==> src/rtl/alu_cc_pkg.sv <==
package alu_cc_pkg;
  typedef enum logic [3:0] {
    OP_ADD  = 4'd0,  OP_ADDC = 4'd1,  OP_SUB  = 4'd2,  OP_SUBB = 4'd3,
    OP_AND  = 4'd4,  OP_OR   = 4'd5,  OP_XOR  = 4'd6,  OP_ANDN = 4'd7,
    OP_ORN  = 4'd8,  OP_XNOR = 4'd9,  OP_SHL  = 4'd10, OP_SHR  = 4'd11,
    OP_SAR  = 4'd12
  } alu_op_e;

  typedef struct packed {
    logic n;
    logic z;
    logic v;
    logic c;
  } cc_flags_t;
endpackage

==> src/rtl/alu_addsub.sv <==
module alu_addsub #(
  parameter int W = 32
) (
  input  logic [W-1:0] a,
  input  logic [W-1:0] b,
  input  logic         cin,
  input  logic         sub,
  output logic [W-1:0] sum,
  output logic         cout,
  output logic         ovf
);
  logic [W:0] ext;

  always_comb begin
    if (sub) ext = {1'b0, a} - {1'b0, b} - {{W{1'b0}}, cin};
    else     ext = {1'b0, a} + {1'b0, b} + {{W{1'b0}}, cin};
  end

  assign sum  = ext[W-1:0];
  assign cout = ext[W];
  assign ovf  = sub ? ((a[W-1] ^ b[W-1]) & (a[W-1] ^ sum[W-1]))
                    : (~(a[W-1] ^ b[W-1]) & (a[W-1] ^ sum[W-1]));

  // an add reporting carry must have wrapped to no more than a
  always_comb begin
    a_r1_carry_wrap: assert (sub || !cout || (sum <= a));
  end
endmodule

==> src/rtl/alu_logic.sv <==
module alu_logic #(
  parameter int W = 32
) (
  input  logic [W-1:0] a,
  input  logic [W-1:0] b,
  input  logic [1:0]   fn,      // 0 and, 1 or, 2 xor
  input  logic         inv_b,
  output logic [W-1:0] res
);
  logic [W-1:0] b_eff;
  assign b_eff = inv_b ? ~b : b;

  always_comb begin
    unique case (fn)
      2'd0:    res = a & b_eff;
      2'd1:    res = a | b_eff;
      default: res = a ^ b_eff;
    endcase
  end
endmodule

==> src/rtl/alu_shift.sv <==
module alu_shift #(
  parameter int W = 32,
  localparam int SHW = $clog2(W)
) (
  input  logic [W-1:0]   a,
  input  logic [SHW-1:0] amt,
  input  logic [1:0]     mode,   // 0 left, 1 logical right, 2 arithmetic right
  output logic [W-1:0]   res
);
  always_comb begin
    unique case (mode)
      2'd0:    res = a << amt;
      2'd1:    res = a >> amt;
      default: res = W'($signed(a) >>> amt);
    endcase
  end

  // arithmetic right shift keeps the sign bit
  always_comb begin
    a_r7_sar_sign: assert (mode != 2'd2 || res[W-1] == a[W-1]);
  end
endmodule

==> src/rtl/alu_cc_unit.sv <==
module alu_cc_unit #(
  parameter int W = 32,
  localparam int SHW = $clog2(W)
) (
  input  logic         clk,
  input  logic         rst,
  input  logic [W-1:0] op_a,
  input  logic [W-1:0] op_b,
  input  logic [3:0]   op_sel,
  input  logic         set_flags,
  output logic [W-1:0] result,
  output logic [3:0]   flags
);
  import alu_cc_pkg::*;

  alu_op_e   op;
  cc_flags_t flags_q, flags_d;
  logic [W-1:0] as_res, lg_res, sh_res;
  logic as_cout, as_ovf, use_cin, is_sub, is_arith, is_logic, is_shift;
  logic [1:0] lg_fn;

  assign op       = alu_op_e'(op_sel);
  assign is_arith = (op_sel <= 4'd3);
  assign is_logic = (op_sel >= 4'd4) && (op_sel <= 4'd9);
  assign is_shift = (op_sel >= 4'd10) && (op_sel <= 4'd12);
  assign is_sub   = (op == OP_SUB) || (op == OP_SUBB);
  assign use_cin  = ((op == OP_ADDC) || (op == OP_SUBB)) && flags_q.c;
  assign lg_fn    = (op_sel >= 4'd7) ? 2'(op_sel - 4'd7) : 2'(op_sel - 4'd4);

  alu_addsub #(.W(W)) u_addsub (
    .a(op_a), .b(op_b), .cin(use_cin), .sub(is_sub),
    .sum(as_res), .cout(as_cout), .ovf(as_ovf)
  );

  alu_logic #(.W(W)) u_logic (
    .a(op_a), .b(op_b), .fn(lg_fn), .inv_b(op_sel >= 4'd7), .res(lg_res)
  );

  alu_shift #(.W(W)) u_shift (
    .a(op_a), .amt(op_b[SHW-1:0]), .mode(2'(op_sel - 4'd10)), .res(sh_res)
  );

  always_comb begin
    if (is_arith)      result = as_res;
    else if (is_logic) result = lg_res;
    else if (is_shift) result = sh_res;
    else               result = '0;
  end

  always_comb begin
    flags_d   = '0;
    flags_d.n = result[W-1];
    flags_d.z = (result == '0);
    if (is_arith) begin
      flags_d.v = as_ovf;
      flags_d.c = as_cout;
    end
  end

  always_ff @(posedge clk) begin
    if (rst)            flags_q <= '0;
    else if (set_flags) flags_q <= flags_d;
  end

  assign flags = flags_q;

  // no load request, no change
  a_r8_hold: assert property (@(posedge clk) disable iff (rst)
    !set_flags |=> $stable(flags_q));
  // zero and sign flags follow the result that was loaded
  a_r5_zero_sign: assert property (@(posedge clk) disable iff (rst)
    set_flags |=> (flags_q.z == ($past(result) == '0)) && (flags_q.n == $past(result[W-1])));
  // non-arithmetic operations leave V and C clear
  a_r6_vc_clear: assert property (@(posedge clk) disable iff (rst)
    (set_flags && !is_arith) |=> (!flags_q.v && !flags_q.c));
  // reset zeroes the flags
  a_r9_reset: assert property (@(posedge clk) rst |=> (flags_q == '0));
endmodule

==> config.mk <==
export PLATFORM = sky130hd
export DESIGN_NAME = alu_cc_unit
export DESIGN_NICKNAME = d
export VERILOG_FILES = /design/src/rtl/alu_cc_pkg.sv /design/src/rtl/alu_addsub.sv /design/src/rtl/alu_logic.sv /design/src/rtl/alu_shift.sv /design/src/rtl/alu_cc_unit.sv
export SDC_FILE = /design/constraint.sdc
export NUM_CORES = 1
export LEC_CHECK = 0
export CORE_ASPECT_RATIO = 0.5
export CORE_UTILIZATION = 50
export CTS_CLUSTER_SIZE = 25
export DETAILED_ROUTE_END_ITERATION = 8
export GPL_TIMING_DRIVEN = 0
export PLACE_DENSITY = 0.71
export SYNTH_ARGS = -nofsm -noshare
export SYNTH_HDL_FRONTEND = slang
export SYNTH_HIERARCHICAL = 1
export SYNTH_SLANG_ARGS = --single-unit
==> constraint.sdc <==
create_clock -name clk -period 10.45 [get_ports clk]
set_input_delay 2.6125 -clock clk [delete_from_list [all_inputs] [get_ports clk]]
set_output_delay 2.6125 -clock clk [all_outputs]
set_load 0.02 [all_outputs]
After elaboration in Yosys (flattened, before gate mapping)
Index checks and enable logic that the tools add are counted.

storage, ports and cells
  word-level logic and storage cells = 52
  register bits after elaboration = 4
  output and inout port bits = 36
  input port bits = 71

cells by class
  $add $sub $neg = 7
  equal/unequal tests = 5
  reductions and logical operators = 8
  shift-type cells = 3
  order comparisons = 6
  multiplexer cells = 10
  bitwise operators = 9

operators by type and width
  cell                                                                    number
  32-bit 2-to-1 mux                                                       4
  32-bit one-hot mux with 2 select lines                                  2
  32-bit by 32-bit adder with 33-bit output                               1
  33-bit by 1-bit adder with 33-bit output                                1
  33-bit 2-to-1 mux                                                       1
  32-bit by 32-bit subtractor with 33-bit output                          1
  33-bit by 1-bit subtractor with 33-bit output                           1
  32-bit bitwise AND                                                      1
  32-bit logical NOT                                                      1
  32-bit NOT                                                              1
  32-bit OR                                                               1
  32-bit by 5-bit << shifter with 32-bit output                           1
  32-bit by 5-bit right shift with 32-bit output                          1
  32-bit by 5-bit >>> shifter with 32-bit output                          1
  32-bit bitwise XOR                                                      1
  4-bit by 2-bit == test with 1-bit output (second input constant)        2
  4-bit by 3-bit >= comparator with 1-bit output (second input constant)  2
  4-bit <= comparator (second input constant)                             2
  2-bit by 1-bit == test with 1-bit output (second input constant)        2
  4-bit by 1-bit == test with 1-bit output (second input constant)        1
  4-bit >= comparator (second input constant)                             1
  4-bit by 2-bit <= comparator with 1-bit output (second input constant)  1
  2-bit logical NOT                                                       2
  2-bit 2-to-1 mux                                                        2
  other kinds (8)                                                         14

Logic depth before layout (Yosys ltp)
  depth in word-level cells = 9
  depth in mapped cells = 23
  mapped depth without buffers = 23

By module
The synthesis kept the hierarchy.

by module, submodules not included
  module       cells each  times used  sequential area each (um2)  area each (um2)
  alu_addsub   648         1           0.0                         4398.0
  alu_shift    508         1           0.0                         4086.4
  alu_logic    305         1           0.0                         2318.5
  alu_cc_unit  197         1           80.1                        1495.2

Worst setup path after synthesis
No wires, ideal clock.

  kind = in2out
  from = input port op_sel[2]
  to = output port result[28]
  required time = 7837 ps
  arrival time = 6348 ps
  stages = 19
  slack = 1490 ps
  buffers on the path = 3
  cell sequence = buf_6 > buf_2 > buf_2 > nor3_1 > fa_1 > inv_1 > fa_1 > nand2b_1 > a2111oi_0 > o21a_1 > o21ai_1 > a211oi_2 > a21oi_1 > nand2b_1 > o311ai_1 > a311o_1 > mux2i_1 > o32ai_1 > a21o_1

on the way
  cells in the longest elaborated chain, start to end = 6
  elaborated cells between the ends (all ways) = 28

RTL lines
  element                                                                                                    RTL line                            RTL
  start, declared                                                                                            alu_cc_unit.sv:9                    input logic [3:0] op_sel,
  4-bit by 1-bit == test with 1-bit output or 4-bit by 2-bit == test with 1-bit output (tied branches)       alu_cc_unit.sv:27                   assign use_cin = ((op == OP_ADDC) || (op == OP_SUBB)) && flags_q.c;
  1-bit logical OR *                                                                                         alu_cc_unit.sv:27
  1-bit logical AND *                                                                                        alu_cc_unit.sv:27
  net use_cin                                                                                                alu_cc_unit.sv:19                   logic as_cout, as_ovf, use_cin, is_sub, is_arith, is_logic, is_shift;
  33-bit by 1-bit adder with 33-bit output or 33-bit by 1-bit subtractor with 33-bit output (tied branches)  alu_addsub.sv:16, alu_addsub.sv:15
  33-bit 2-to-1 mux *                                                                                        alu_addsub.sv:15                    if (sub) ext = {1'b0, a} - {1'b0, b} - {{W{1'b0}}, cin};
  net as_res[28]                                                                                             alu_cc_unit.sv:18                   logic [W-1:0] as_res, lg_res, sh_res;
  32-bit 2-to-1 mux *                                                                                        alu_cc_unit.sv:44                   if (is_arith) result = as_res;
  end, declared                                                                                              alu_cc_unit.sv:11                   output logic [W-1:0] result,

Mark *: on every way through the listed nets, which the timed path passes. The rest lies on a longest branch.

Worst setup path after layout
  from = input port op_sel[2]
  to = output port result[12]

Same word-level chain as after synthesis.

==> impl_metrics.csv <==
group,metric,value,unit
critical_path,r2r_start,"flags[0]",
floorplanning,start_util,51.1,%
critical_path,crit_fanout,10,
cells_and_area,nets,2017,
sta,report.final.slew_viol_count,0,
power_and_ir_drop,p_leak,6.57,nW
floorplanning,core,24100,um^2
cells_and_area,nFillCells,2311,
floorplanning,io_pins,107,
synth,syn-mean-instance-area,7.42,um^2
critical_path,slowest_stage,"clkdlybuf4s50_1",
global_routing,grt_antenna_before_repair,1,
clock_network,numCtsBuffers,3,
clock_network,cts_tree,"yes",
sta,final.min_clock_period,10.37,ns
routing,ant_nets,0,
routing,routedWlPerCell,25.8,um
place,port_buffers,106,
global_routing,grt_pass1_wl,81200,um
routing,finalWirelength,54500,um
power_and_ir_drop,worst_ir_drop_vdd,47.7,uV
floorplanning,die_h,113,um
routing,num_vias,14200,
critical_path,crit_type,"in2out",
place,place_ws,-0.965,ns
synth,synth_nets,1894,
synth,async_reset_ff_share,0,%
critical_path,path_buf_inv,8,
hold_path,hold_path.startpoint,"flags[2]",
critical_path,crit_start,"op_sel[2]",
clock_network,cts_sinks,4,
routing,drtPass1Iterations,6,
cells_and_area,multiInputGateArea,11100,um^2
floorplanning,die_width,224,um
hold_path,hp-class,"reg2reg",
floorplanning,dieArea,25300,um^2
sta,fin_crit_sh,99.2,%
clock_network,cts_hold_buf,0,
synth,ys_ff_latch,4,
sta,hold_viol_final,0,
synth,synth_edf_count,0,
run_status,status,"complete, no violations",
global_routing,grtUsageTotal,42.2,%
critical_path,crit_arrival,7.76,ns
clock_network,cts_buffer_depth,2,
cells_and_area,drive_gt1_share,12.9,%
synth,syn_inst,1658,
synth,synth_cell_types,100,
floorplanning,num_rows,40,
critical_path,cp.required,7.84,ns
synth,ys_seq_area_share,0.651,%
sta,max-slew-margin-rel,34.8,%
critical_path,max_stage_delay,0.60,ns
place,place.detailed.hpwl,42400,um
routing,post-route-drc-count,0,
power_and_ir_drop,powerDensity,81.0,nW/um^2
clock_network,path_clk_slew,0.03,ns
critical_path,cp_cell_sequence,"clkdlybuf4s50_1, buf_6, clkbuf_4, buf_6, nor3_4, inv_1, fa_1, inv_1, fa_1, nor2b_1, o211ai_1, a311oi_2, nor2_1, o31ai_4, buf_4, xnor2_1, o21ai_0, mux2i_1, o2bb2ai_1, a21o_1, clkdlybuf4s50_1",
global_routing,grt-ovfl-total,0,
clock_network,insertion_delay,0.23,ns
global_routing,grt_pass1_vias,13000,
clock_network,htreeDepth,1,
synth,yosysWarnings,6,
critical_path,cp-start-kind,"input port",
cells_and_area,syn_to_final_growth,15.7,%
sta,layout_setup_ws,0.0810,ns
critical_path,critPathTopFamily,"buffers and inverters",
critical_path,worst_setup_path_end_kind,"primary output",
synth,synth-main-ff-cell,"dfxtp_1",
sta,finClkSkew,0.00422,ns
synth,netlist_area,12300,um^2
run,cap_violations,0,
clock_network,root_buffer,"clkbuf_16",
sta,max_freq,96.4,MHz
routing,drt_iter0_markers,2346,
power_and_ir_drop,finalPower,1.15,mW
cells_and_area,largest_reg_flops,4,
cells_and_area,seqCellArea,80.1,um^2
sta,tightest_slew,0.971,ns
routing,via_per_inst,6.69,
global_routing,grt_max_degree,17,
sta,setup_viol,0,
place,gp_congestion,1.11,
## area by class of cell
type / instances / share of cell area (%)
Multi-Input combinational cell: 1355 / 78.2
Timing Repair Buffer: 118 / 8.35
Inverter: 198 / 5.23
Buffer: 101 / 4.17
Tap cell: 336 / 2.96
Sequential cell: 4 / 0.563
Clock buffer: 3 / 0.528
Antenna cell: 1 / 0.0176
## repair_timing
item / CTS / global route
setup buffers: 3 / 9
pin swaps: 6 / 16
setup endpoints to repair: 19 / 15
gates resized for setup: 39 / 40
## per-stage QoR
step | cell area [um^2] | instances | setup TNS [ns] | utilization, % | hold WS, ns
after global placement | 13800 | 2100 | -12.69 | 57.2 | 0.457
after CTS | 14000 | 2106 | 0 | 58.2 | 0.475
final | 14200 | 2116 | 0 | 59.1 | 0.473
after global routing | 14200 | 2115 | -0.0265 | 59.1 | 0.502
after detailed placement | 13800 | 2100 | -12.63 | 57.2 | 0.470
after floorplan | 12300 | 1658 | 0 | - | 0.536
## synthesized netlist by cell type (all sizes together) (38+ instances only)
cell,count,area share (%)
inv,197,6.0
mux2,38,3.5
buf,62,3.5
clkbuf,39,1.2
nand2,135,4.1
xnor2,41,2.9
a21oi,106,4.3
ha,161,16
mux4,51,9.3
xor2,48,3.4
mux2i,82,6.8
nor2,121,3.7
a21o,46,2.8
o21ai,77,3.2
## path summary, 6_finish.rpt
| path | cells after the start | slack (ns) | endpoint |
|---|---|---|---|
| worst max-delay path | 21 | 0.08 | result[12] |
| worst min register to register | 2 | 0.47 | flags[2] |
| worst min-delay path | 2 | 0.47 | flags[2] |
| worst max register to register | 23 | 5.61 | flags[2] |
## cell families after synthesis
group,Yosys count,share of synthesized area (%)
adders and majority gates,165,17.0
DFF,4,0.651
buffers and inverters,299,10.8
and+or+nand+nor,459,18.2
muxes,171,19.7
xor gates and xnor gates,89,6.34
AOI/OAI and AO/OA,471,27.4
## power by group
group / internal, mW / switching [mW] / leakage (nW)
registers: 0.0159 / 0.000433 / 0.0325
clock network: 0.0491 / 0.0130 / 0.0370
logic: 0.421 / 0.652 / 6.50
## tightest hold or removal path: stages (launching register included)
cell and delay, ns:
dfxtp_1 0.30, inv_1 0.05, o32ai_1 0.07
## cells in the final DEF, fill, tap and decap left out, types with 31 or more instances in the layout
cell type          n
xnor2_1           41
ha_1             161
mux4_2            51
nor2_1           120
xor2_1            48
nand2_1          135
clkdlybuf4s50_1   85
nor2b_1           32
and2_1            31
mux2i_1           81
a21oi_1          103
o21ai_0           56
inv_1            194
a21o_1            46
clkbuf_1          36
## metal layers
metal	vias up	track usage, %	share of wire (%)
met5	-	0	0
met2	1046	62.6	41
met3	173	9.97	13
li1	6237	-	-
met1	6710	58.6	41
met4	0	17.0	5.0
No activity file was read; power rests on OpenSTA's default activity.
